**src/rtl/sdram_powerup_seq.sv**
```systemverilog
module sdram_powerup_seq #(
  parameter int CLK_PERIOD_PS = 10000,
  parameter int T_WAIT_NS     = 200000,
  parameter int T_RP_NS       = 20,
  parameter int T_RC_NS       = 68,
  parameter int T_RSC_NS      = 16,
  parameter int REFRESH_CNT   = 8,
  parameter bit MRS_FIRST     = 1'b0,
  parameter int DQM_W         = 8,
  parameter int BA_W          = 2,
  parameter int ADDR_W        = 12
) (
  input  logic              clk,
  input  logic              rst_n,
  input  logic [2:0]        cfg_burst_len,
  input  logic              cfg_interleave,
  input  logic              cfg_cas3,
  input  logic              cfg_single_write,
  output logic              sd_cke,
  output logic [DQM_W-1:0]  sd_dqm,
  output logic              sd_cs_n,
  output logic              sd_ras_n,
  output logic              sd_cas_n,
  output logic              sd_we_n,
  output logic [BA_W-1:0]   sd_ba,
  output logic [ADDR_W-1:0] sd_addr,
  output logic              init_done
);

  function automatic int ns2cyc(input int ns);
    int c;
    c = (ns * 1000 + CLK_PERIOD_PS - 1) / CLK_PERIOD_PS;
    return (c < 1) ? 1 : c;
  endfunction

  localparam int WAIT_CYC = ns2cyc(T_WAIT_NS);
  localparam int RP_CYC   = ns2cyc(T_RP_NS);
  localparam int RC_CYC   = ns2cyc(T_RC_NS);
  localparam int RSC_CYC  = ns2cyc(T_RSC_NS);
  localparam int MAX_GAP  = (RP_CYC > RC_CYC) ? ((RP_CYC > RSC_CYC) ? RP_CYC : RSC_CYC)
                                              : ((RC_CYC > RSC_CYC) ? RC_CYC : RSC_CYC);
  localparam int MAX_CYC  = (WAIT_CYC > MAX_GAP) ? WAIT_CYC : MAX_GAP;
  localparam int CNT_W    = $clog2(MAX_CYC + 1);
  localparam int STEP_W   = $clog2(REFRESH_CNT + 1) + 1;
  localparam logic [STEP_W-1:0] LAST_STEP = STEP_W'(REFRESH_CNT);

  typedef enum logic [1:0] {PH_PRE, PH_STEP, PH_DONE} phase_t;
  typedef enum logic [3:0] {
    C_NOP = 4'b0111, C_PRE = 4'b0010, C_REF = 4'b0001, C_MRS = 4'b0000
  } cmd_t;

  phase_t            phase;
  logic [CNT_W-1:0]  cnt;
  logic [STEP_W-1:0] step;
  cmd_t              cmd;
  logic [CNT_W-1:0]  gap;
  logic              fire;
  logic              mrs_step;
  logic [2:0]        bl_code;
  logic [11:0]       mode_word;

  assign fire     = (cnt == '0) && (phase != PH_DONE);
  assign mrs_step = MRS_FIRST ? (step == '0) : (step == LAST_STEP);

  always_comb begin
    cmd = C_NOP;
    if (fire) begin
      if (phase == PH_PRE) cmd = C_PRE;
      else if (mrs_step)   cmd = C_MRS;
      else                 cmd = C_REF;
    end
  end

  always_comb begin
    case (cmd)
      C_PRE:   gap = CNT_W'(RP_CYC);
      C_MRS:   gap = CNT_W'(RSC_CYC);
      default: gap = CNT_W'(RC_CYC);
    endcase
  end

  always_ff @(posedge clk or negedge rst_n) begin
    if (!rst_n) begin
      phase <= PH_PRE;
      cnt   <= CNT_W'(WAIT_CYC);
      step  <= '0;
    end else if (fire) begin
      cnt <= gap - 1'b1;
      if (phase == PH_PRE) begin
        phase <= PH_STEP;
        step  <= '0;
      end else if (step == LAST_STEP) begin
        phase <= PH_DONE;
      end else begin
        step <= step + 1'b1;
      end
    end else if (cnt != '0) begin
      cnt <= cnt - 1'b1;
    end
  end

  always_comb begin
    case (cfg_burst_len)
      3'b100, 3'b101, 3'b110: bl_code = 3'b011;
      default:                bl_code = cfg_burst_len;
    endcase
  end

  assign mode_word = {2'b00, cfg_single_write, 2'b00,
                      cfg_cas3 ? 3'b011 : 3'b010, cfg_interleave, bl_code};

  assign {sd_cs_n, sd_ras_n, sd_cas_n, sd_we_n} = cmd;
  assign sd_cke    = 1'b1;
  assign sd_dqm    = '1;
  assign sd_ba     = '0;
  assign sd_addr   = (cmd == C_PRE) ? ADDR_W'(12'h400) :
                     (cmd == C_MRS) ? ADDR_W'(mode_word) : '0;
  assign init_done = (phase == PH_DONE) && (cnt == '0);

endmodule

```
**config.mk**
```make
export PLATFORM = sky130hd
export DESIGN_NAME = sdram_powerup_seq
export DESIGN_NICKNAME = d
export VERILOG_FILES = /design/src/rtl/sdram_powerup_seq.sv
export SDC_FILE = /design/constraint.sdc
export NUM_CORES = 1
export LEC_CHECK = 0
export ABC_AREA = 1
export ABC_CLOCK_PERIOD_IN_PS = 3100
export BUFFER_PORTS_ARGS = -buffer_cell sky130_fd_sc_hd__buf_2
export CAP_MARGIN = 20
export CORE_MARGIN = 4
export CORE_UTILIZATION = 60
export CTS_BUF_LIST = sky130_fd_sc_hd__clkbuf_4 sky130_fd_sc_hd__clkbuf_8
export CTS_CLUSTER_DIAMETER = 80
export CTS_CLUSTER_SIZE = 30
export DETAILED_ROUTE_END_ITERATION = 8
export PLACE_DENSITY = 0.87
export SETUP_SLACK_MARGIN = 0.05
export SLEW_MARGIN = 20
export SYNTH_ARGS = -nofsm -noshare
export SYNTH_HDL_FRONTEND = slang
export SYNTH_SLANG_ARGS = --single-unit
```
**constraint.sdc**
```tcl
create_clock -name clk -period 3.1 [get_ports clk]
set_input_delay 0.155 -clock clk [delete_from_list [all_inputs] [get_ports clk]]
set_output_delay 0.155 -clock clk [all_outputs]
set_load 0.03 [all_outputs]
```
==> results.json, run 1 <==
{
  "drtIter0Drc": 37,
  "grt_pass1_vias": 1183,
  "synth_area_leaders": "dfrtp_1 27%, dfstp_2 8.2%, nand2_1 7.7%, buf_4 7.5%, inv_1 7.5%",
  "yosysTopAreaCellShare_pct": 26.6,
  "via_per_inst": 4.98,
  "cp.arrival_ns": 2.02,
  "portBuffers": 19,
  "ant_nets": 0,
  "num_vias": 1245,
  "start_kind": "register",
  "yosysMostFrequentCell": "nand2_1",
  "tritoncts": "done",
  "clock_skew_ns": 0.0136,
  "grt-ovfl-total": 0,
  "seq_area_frac_synth_pct": 34.8,
  "worstSetupStartpoint": "cnt[6]",
  "cts.sinks": 22,
  "ctsHoldBuffers": 1,
  "drv_cap": 0,
  "clockRootBuffer": "clkbuf_4",
  "synth_edf_count": 0,
  "irDropWorstVdd_v": 0.000413,
  "cts_resized": 0,
  "start_util_pct": 64.0,
  "clk-insertion-delay-late_ns": 0.32,
  "nets": 233,
  "totalWireLength_mm": 3.11,
  "cts_buffers": 3,
  "fp.dieArea_sq_um": 3560,
  "place_congestion": 0.832,
  "grt_max_degree": 23,
  "maxClockFrequency_mhz": 459,
  "yosys_most_used_dff": "dfrtp_1",
  "critical_path_peak_fanout": 8,
  "r2r_setup_slack_ns": 0.98,
  "n_fill_cell": 196,
  "rr_endpoint": "cnt[10]",
  "ys_types": 37,
  "rsz0062_at_grt": "false",
  "synth_warnings": 0,
  "endpoint_kind": "primary output",
  "period_share_pct": 70.2,
  "setup_viol": 0,
  "async_flop_share_pct": 100,
  "dp_hpwl_mm": 2.39,
  "first_pass_iters": 4,
  "period_needed_ns": 2.18,
  "path_class": "register to primary output",
  "tns_ns": 0,
  "wl_per_cell_um": 12.4,
  "area_delta_synth_final_pct": 7.98,
  "clk_pin_slew_ns": 0.13,
  "drive_gt1_share_pct": 25.9,
  "netlist_instances": 198,
  "synth_area_per_cell_sq_um": 8.08,
  "antenna_cells": 0,
  "cp.required_ns": 2.94,
  "grt_use_total_pct": 19.7,
  "synth_area_sq_um": 1600,
  "cts_htree_levels": 1,
  "reg2reg_depth": 12,
  "hold_ws_ns": 0.304,
  "die_w_um": 59.6,
  "final_max_slew_viol_count": 0,
  "outcome": "completed",
  "post_cts_buffers": 0,
  "synth_largest_area_cell": "dfrtp_1",
  "min_path_type": "input pin to asynchronous set/reset pin",
  "antenna_found_initial": 0,
  "clockBufferDepth": 2,
  "die_y_um": 59.6,
  "p_leak_nw": 0.983,
  "finalHoldViolations": 0,
  "synth.top_cells.by_count": "33 x nand2_1, 32 x inv_1, 20 x nor2_1",
  "route.detailed.drc": 0,
  "r2r-start": "cnt[5]",
  "row_count": 18,
  "grt_pass1_wl_mm": 5.24,
  "power_density_nw_per_um2": 317,
  "boundaryPins": 36,
  "ys_ff_latch": 22,
  "design.core.area_sq_um": 2500
}
[worst max path at each step]
stage            endpoint  slack (ns)  depth (start not counted)
2_1_floorplan  sd_addr[2]        1.20                          7
3_3_place_gp       cnt[6]        1.13                         13
3_5_place_dp       cnt[6]        0.99                         13
4_1_cts        sd_addr[2]        0.91                          7
5_1_grt        sd_addr[2]        0.75                          7
6_report       sd_addr[2]        0.92                          8
[where the power goes]
group	switching (mW)	internal [mW]
Clock	0.0913	0.131
Combinational	0.0339	0.00454
Sequential	0	0.287
Total	0.125	0.423
[kinds of logic (layout without fill, tap and decap cells)]
kind of cell	count (synthesis)	count (layout)	synth area share, %
flops	22	22	34.8
xor+xnor	4	4	2.66
buf+inv	52	60	16.1
other cells	2	16	0.469
simple gates	97	97	36.5
compound gates	17	17	6.33
fa+ha+maj	4	4	3.13
[cells in the final DEF (no fill, tap or decap), drive strengths merged, types with 10 or more instances in the layout]
master | netlist | final
nand3 | 11 | 11
dfrtp | 17 | 17
inv | 36 | 36
o21ai | 10 | 10
buf | 16 | 19
nand2 | 38 | 38
nor2 | 30 | 30
conb | 2 | 16
[stage by stage]
step	total power [mW]	setup WS, ns	std cells	cell area (sq um)	util (%)
global placement	0.329	1.13	245	1670	66.6
global route	0.564	0.753	250	1730	69.1
CTS	0.551	0.911	250	1730	69.1
floorplan	0.336	1.20	212	1650	-
finish	0.548	0.923	250	1730	69.1
detailed placement	0.330	0.992	245	1670	66.6
[state kept, by name, indices dropped and copies added (netlist names)]
signal and cells:
phase 2, step 5, cnt 15
[worst max-delay path, cell delays in order, from the launching register on]
cell and delay, ns:
dfrtp_1 0.48, nor2_4 0.18, nand2_4 0.10, nor2_8 0.16, nand3_4 0.14, inv_2 0.09
nand2_2 0.11, nor4_2 0.18, buf_2 0.24
[layer usage]
layer	vias up	track usage (%)	share of wire, %
met5	-	0	0
li1	627	-	-
met4	0	7.91	2.2
met2	41	29.9	49
met3	8	4.58	4.9
met1	569	26.9	44
[layout make-up]
type | count | area (sq um) | share of cell area [%]
timing repair buffer | 20 | 105 | 6.08
sequential | 22 | 557 | 32.2
clock inverter | 1 | 30.0 | 1.74
tap | 30 | 37.5 | 2.17
clock buffer | 3 | 22.5 | 1.30
multi-input combinational | 138 | 838 | 48.5
inverter | 36 | 138 | 7.97
Power figures use the tool's default switching activity.
==> run 2, diff against run 1 <==
--- a/config.mk
+++ b/config.mk
@@ -6,16 +6,16 @@
 export NUM_CORES = 1
 export LEC_CHECK = 0
 export ABC_AREA = 1
-export ABC_CLOCK_PERIOD_IN_PS = 3100
+export ABC_CLOCK_PERIOD_IN_PS = 2200
 export BUFFER_PORTS_ARGS = -buffer_cell sky130_fd_sc_hd__buf_2
 export CAP_MARGIN = 20
 export CORE_MARGIN = 4
-export CORE_UTILIZATION = 60
+export CORE_UTILIZATION = 56
 export CTS_BUF_LIST = sky130_fd_sc_hd__clkbuf_4 sky130_fd_sc_hd__clkbuf_8
 export CTS_CLUSTER_DIAMETER = 80
 export CTS_CLUSTER_SIZE = 30
 export DETAILED_ROUTE_END_ITERATION = 8
-export PLACE_DENSITY = 0.87
+export PLACE_DENSITY = 0.82
 export SETUP_SLACK_MARGIN = 0.05
 export SLEW_MARGIN = 20
 export SYNTH_ARGS = -nofsm -noshare
==> constraint.sdc (replaced) <==
create_clock -name clk -period 2.2 [get_ports clk]
set_input_delay 0.11 -clock clk [delete_from_list [all_inputs] [get_ports clk]]
set_output_delay 0.11 -clock clk [all_outputs]
set_load 0.03 [all_outputs]
==> run 2 against run 1 <==
  * Final cell count increased by 4.8%
  * Worst setup slack got worse by 0.80 ns
  * Via count increased by 6.4%
  * Clock-buffer cell count increased by 1
  * Clock skew decreased by 0.012 ns
  * Core utilization decreased by 1.5 points
  * First-iteration DRC count increased by 27%
  * Hold slack got worse by 0.0025 ns
  * Sequential share of layout area decreased by 2.0 points
  * Global-route usage decreased by 1.7 points
  * Critical endpoint is now sd_addr[0]
  * Highest routed layer unchanged
==> results.json, run 2 (synthesis gave the netlist of run 1 again) <==
{
  "tritoncts": "done",
  "total_power_uw": 702,
  "grt_pass1_wl_mm": 5.03,
  "worst_pin_slew_ns": 0.515,
  "row_count": 19,
  "largest_reg_flops": 15,
  "period_share_pct": 94.3,
  "die_y_um": 61.5,
  "clockBufferDepth": 2,
  "ant_nets": 0,
  "grt_use_total_pct": 18.0,
  "period_needed_ns": 2.08,
  "reg2reg_depth": 13,
  "p_switching_uw": 189,
  "instances_no_fill": 262,
  "fp.dieArea_sq_um": 3780,
  "hold_ws_ns": 0.301,
  "path_class": "register to primary output",
  "grt-ovfl-total": 0,
  "met1_length_mm": 1.40,
  "final_max_slew_viol_count": 0,
  "outcome": "completed",
  "switching_share_pct": 26.9,
  "dp_cells": 247,
  "endpoint_kind": "primary output",
  "die_w_um": 61.5,
  "cts_buffers": 3,
  "first_pass_iters": 4,
  "route.detailed.drc": 0,
  "registers.top_by_ff_count": "cnt",
  "nets": 244,
  "n_fill_cell": 213,
  "maxSlewHeadroom_pct": 65.6,
  "fin_util_pct": 67.6,
  "drtIter0Drc": 47,
  "place_congestion": 0.831,
  "antenna_found_initial": 0,
  "wl_per_cell_um": 13.1,
  "via_per_inst": 5.06,
  "totalWireLength_mm": 3.44,
  "clk-insertion-delay-late_ns": 0.32,
  "rsz0062_at_grt": "true",
  "cp.required_ns": 2.09,
  "grt_pass1_vias": 1146,
  "setup_viol": 0,
  "final_common_cell": "nand2_1",
  "intPower_uw": 513,
  "irDropWorstVdd_v": 0.000387,
  "maxClockFrequency_mhz": 482,
  "clock_skew_ns": 0.00173,
  "antenna_cells": 0,
  "dr.max_layer_used": "met4",
  "start_kind": "register",
  "placed_cell_area_sq_um": 1670,
  "start_util_pct": 58.5,
  "met2WireLength_mm": 1.79,
  "pwr-share-comb_pct": 7.9,
  "clk_pin_slew_ns": 0.13,
  "seqPwrFrac_pct": 57.7,
  "dp_slack_ns": 0.182,
  "design.core.area_sq_um": 2730,
  "tns_ns": 0,
  "grt_max_degree": 23,
  "cts_htree_levels": 1,
  "critical_path_peak_fanout": 8,
  "boundaryPins": 36,
  "cts.sinks": 22,
  "fin_area_sq_um": 1850,
  "finalHoldViolations": 0,
  "r2r-start": "step[1]",
  "drive_gt1_share_pct": 30.7,
  "wl_met3_um": 179,
  "min_path_type": "input pin to asynchronous set/reset pin",
  "drv_cap": 0,
  "power_density_nw_per_um2": 380,
  "cp.arrival_ns": 1.97,
  "pwr-share-clk_pct": 34.4,
  "p_leak_nw": 1.04,
  "clockRootBuffer": "clkbuf_4",
  "rr_endpoint": "cnt[6]",
  "r2r_setup_slack_ns": 0.14,
  "final_cell_mix": "33 x nand2_1, 32 x inv_1, 20 x nor2_1",
  "portBuffers": 19,
  "post-route-worst-setup-slack_ns": 0.125,
  "area_delta_synth_final_pct": 15.6,
  "dp_hpwl_mm": 2.31,
  "largestRegisters": "cnt (15), step (5), phase (2)",
  "num_vias": 1325
}
-- run 2: cell count changes in the layout (fill, tap and decap cells not counted), moves of 2 or more --
cell,before,now
nor4_4,0,2
o21ai_0,4,2
buf_4,0,10
o21ai_1,6,8
-- run 2: timing repair --
action                     CTS  global route
hold buffers                 1             0
buffers inserted             0            10
pin swaps                    0             3
hold endpoints to repair    17             0
resized for setup            1            10
setup endpoints to repair    1            10
-- run 2: worst max path at each step --
stage             from         end  cells past startpoint
2_1_floorplan  step[0]      cnt[6]                     13
3_3_place_gp    cnt[5]      cnt[8]                     10
3_5_place_dp    cnt[9]     cnt[10]                     13
4_1_cts         cnt[6]  sd_addr[2]                      8
5_1_grt        step[1]     cnt[10]                     15
6_report        cnt[8]  sd_addr[0]                      8
-- run 2: layer usage --
| layer | GRT usage, % | vias up |
|---|---|---|
| met3 | 2.10 | 9 |
| met4 | 8.18 | 0 |
| li1 | - | 651 |
| met2 | 30.1 | 49 |
| met1 | 23.3 | 616 |
| met5 | 0 | - |
-- run 2: area by class of cell --
cell class | instances | area [sq um] | share of cell area (%)
flip-flops and latches | 22 | 558 | 30.2
repair buffers | 31 | 206 | 11.2
clock buffers | 4 | 36.3 | 1.96
inverters | 36 | 138 | 7.44
well taps | 31 | 38.8 | 2.10
multi-input cells | 138 | 872 | 47.2
-- run 2: power groups by stage --
| stage | Combinational [mW] | Clock, mW | Sequential, mW |
|---|---|---|---|
| 2_1_floorplan | 0.0608 | 0 | 0.412 |
| 3_3_place_gp | 0.0527 | 0 | 0.412 |
| 3_5_place_dp | 0.0529 | 0 | 0.412 |
| 4_1_cts | 0.0543 | 0.241 | 0.405 |
| 5_1_grt | 0.0609 | 0.261 | 0.405 |
| 6_report | 0.0558 | 0.241 | 0.405 |
-- run 2: worst max-delay path, stage by stage, from the launching register on --
cell	delay, ns
dfrtp_1	0.47
nor2_2	0.14
nand2_2	0.13
nor2_8	0.20
nand3_4	0.14
inv_2	0.09
nand2_2	0.12
a21oi_1	0.14
buf_2	0.21
==> run 3, diff against run 2 <==
--- a/config.mk
+++ b/config.mk
@@ -5,12 +5,12 @@
 export SDC_FILE = /design/constraint.sdc
 export NUM_CORES = 1
 export LEC_CHECK = 0
-export ABC_AREA = 1
+export ABC_AREA = 0
 export ABC_CLOCK_PERIOD_IN_PS = 2200
 export BUFFER_PORTS_ARGS = -buffer_cell sky130_fd_sc_hd__buf_2
 export CAP_MARGIN = 20
 export CORE_MARGIN = 4
-export CORE_UTILIZATION = 56
+export CORE_UTILIZATION = 55
 export CTS_BUF_LIST = sky130_fd_sc_hd__clkbuf_4 sky130_fd_sc_hd__clkbuf_8
 export CTS_CLUSTER_DIAMETER = 80
 export CTS_CLUSTER_SIZE = 30
==> run 3 against run 2 <==
  * The run now ends with setup timing left
  * Die area fell by 7.7%
  * Final cell count fell by 2.3%
  * Clock power rose by 4%
  * First-iteration DRC count rose to 3.3 times the previous value
  * Hold slack got worse by 0.032 ns
  * Clock-buffer cell count did not move
  * Area after synthesis fell by 10%
  * Sequential power barely moved
  * Critical path type is now register to register
  * Highest routed layer unchanged
==> results.json, run 3 <==
{
  "path_class": "register to register",
  "area_delta_synth_final_pct": 62.6,
  "multiInputGateArea_sq_um": 1060,
  "antenna_found_initial": 0,
  "fin_area_sq_um": 2330,
  "irDropWorstVdd_v": 0.000402,
  "placed_cell_area_sq_um": 1840,
  "power_density_nw_per_um2": 305,
  "final_cell_mix": "43 x buf_4, 20 x buf_6, 17 x dfrtp_1",
  "yosysMostFrequentCell": "dfrtp_1",
  "r2r-start": "step[1]",
  "finalHoldViolations": 0,
  "final_common_cell": "buf_4",
  "row_count": 18,
  "final_max_slew_viol_count": 0,
  "r2r_setup_slack_ns": -0.37,
  "die_y_um": 59.0,
  "synth_area_sq_um": 1430,
  "cp.required_ns": 2.46,
  "regArea_sq_um": 557,
  "place_congestion": 0.909,
  "synth_largest_area_cell": "dfrtp_1",
  "seq_area_frac_synth_pct": 38.9,
  "clockBufferDepth": 2,
  "maxSlewHeadroom_pct": 64.0,
  "setup_viol": 22,
  "synth_warnings": 0,
  "dp_slack_ns": -0.462,
  "clock_skew_ns": 0.0109,
  "violations": "setup timing",
  "die_w_um": 59.0,
  "ys_types": 44,
  "clk_pin_slew_ns": 0.15,
  "drv_cap": 0,
  "fp.dieArea_sq_um": 3490,
  "min_path_type": "input pin to asynchronous set/reset pin",
  "boundaryPins": 36,
  "drtIter0Drc": 153,
  "outcome": "finished, violations left",
  "grt_max_degree": 23,
  "p_leak_nw": 1.13,
  "grt_pass1_vias": 1609,
  "first_pass_iters": 5,
  "portBuffers": 19,
  "async_flop_share_pct": 100,
  "wl_per_cell_um": 26.5,
  "route.detailed.drc": 0,
  "critical_path_peak_fanout": 2,
  "largest_reg_flops": 15,
  "endpoint_kind": "register",
  "grt-ovfl-total": 0,
  "start_kind": "register",
  "period_needed_ns": 2.57,
  "cts.sinks": 22,
  "nets": 239,
  "synth_area_per_cell_sq_um": 9.30,
  "dp_hpwl_mm": 2.64,
  "via_per_inst": 6.76,
  "period_share_pct": 117,
  "start_util_pct": 57.8,
  "grt_pass1_wl_mm": 7.65,
  "tritoncts": "done",
  "netlist_instances": 154,
  "registers.top_by_ff_count": "cnt",
  "yosysTopAreaCellShare_pct": 29.7,
  "antenna_cells": 0,
  "rsz0062_at_grt": "true",
  "worst_pin_slew_ns": 0.539,
  "largestRegisters": "cnt (15), step (5), phase (2)",
  "cp.arrival_ns": 2.82,
  "ant_nets": 0,
  "drive_gt1_share_pct": 58.0,
  "design.core.area_sq_um": 2480,
  "maxClockFrequency_mhz": 390,
  "rr_endpoint": "cnt[12]",
  "clk-insertion-delay-late_ns": 0.33,
  "tns_ns": -3.88,
  "totalWireLength_mm": 6.79,
  "reg2reg_depth": 10,
  "cts_buffers": 3,
  "synth.top_cells.by_count": "17 x dfrtp_1, 16 x buf_4, 12 x nand2_1, 12 x nor2_1, 11 x o21ai_0",
  "fin_util_pct": 94.0,
  "n_fill_cell": 77,
  "num_vias": 1731,
  "ys_ff_latch": 22,
  "clockRootBuffer": "clkbuf_4",
  "yosys_most_used_dff": "dfrtp_1",
  "synth_area_leaders": "dfrtp_1 30%, dfstp_2 9.2%, buf_4 8.4%, xnor2_1 5.5%, o21ai_0 3.8%",
  "grt_use_total_pct": 29.5,
  "post-route-worst-setup-slack_ns": -0.365,
  "cts_htree_levels": 1,
  "synth_edf_count": 0
}
[run 3: cell types whose count changed after synthesis, sizes merged, moves of 7 or more]
cell   previous run  this run
inv              36         3
nand2            38        12
nand3            11         4
nor2             30        12
or4               0         8
xnor2             1         9
[run 3: per-stage QoR]
step | instances | hold slack, ns | power, mW
finish | 256 | 0.270 | 0.711
global route | 256 | 0.305 | 0.724
CTS | 249 | 0.293 | 0.694
detailed placement | 236 | 0.108 | 0.462
global placement | 236 | 0.0907 | 0.461
floorplan | 168 | -0.186 | 0.470
[run 3: how the worst max path moves through the flow]
| stage | startpoint | to | cells after the start |
|---|---|---|---|
| 2_1_floorplan | cnt[0] | cnt[2] | 8 |
| 4_1_cts | cnt[12] | cnt[8] | 10 |
| 6_report | step[1] | cnt[12] | 10 |
| 3_5_place_dp | step[0] | cnt[14] | 10 |
| 3_3_place_gp | step[1] | cnt[12] | 10 |
| 5_1_grt | step[1] | cnt[12] | 10 |
[run 3: logic make-up after synthesis]
kind of cell    count (synthesis)  synth area share, %
flops                          22                 38.9
xor+xnor                       10                 6.11
other cells                     2                0.524
mux                             1                0.786
buf+inv                        22                 10.0
simple gates                   67                 27.8
fa+ha+maj                       4                 3.49
compound gates                 26                 12.4
[run 3: critical path, stage by stage (launching register included)]
cell,delay [ns]
dfrtp_1,0.44
inv_2,0.11
ha_4,0.15
nor4bb_4,0.25
nor3_2,0.10
nor2_2,0.20
ha_4,0.19
or3b_4,0.41
nor4_4,0.32
o21ai_2,0.11
xnor2_1,0.19
[run 3: per-layer routing]
metal  GRT usage (%)  wire length (um)  vias up
met3            5.23               794       59
met5               0                 0        -
met1            35.5              2310      809
met4            14.2               448        0
met2            50.8              3240      201
li1                -                 -      662
[run 3: area by class of cell]
cell class              instances  share of cell area, %
clock buffers                   4                   1.56
multi-input cells             124                   45.7
flip-flops and latches         22                   23.9
inverters                       3                  0.483
well taps                      30                   1.61
repair buffers                 73                   26.7
[run 3: timing repair]
| action | CTS | global route |
|---|---|---|
| pin swaps | 18 | 34 |
| endpoints found under the setup margin | 25 | 27 |
| hold buffers | 1 | 0 |
| resized for setup | 57 | 35 |
| endpoints found under the hold margin | 17 | 0 |
| gates cloned | 1 | 0 |
| setup buffers | 8 | 11 |
[run 3: power by group]
| group | switching, mW | total [mW] | leakage [nW] | internal, mW |
|---|---|---|---|---|
| clock network | 0.148 | 0.250 | 0.0210 | 0.101 |
| logic | 0.0507 | 0.0563 | 0.845 | 0.00559 |
| registers | 0 | 0.405 | 0.264 | 0.405 |
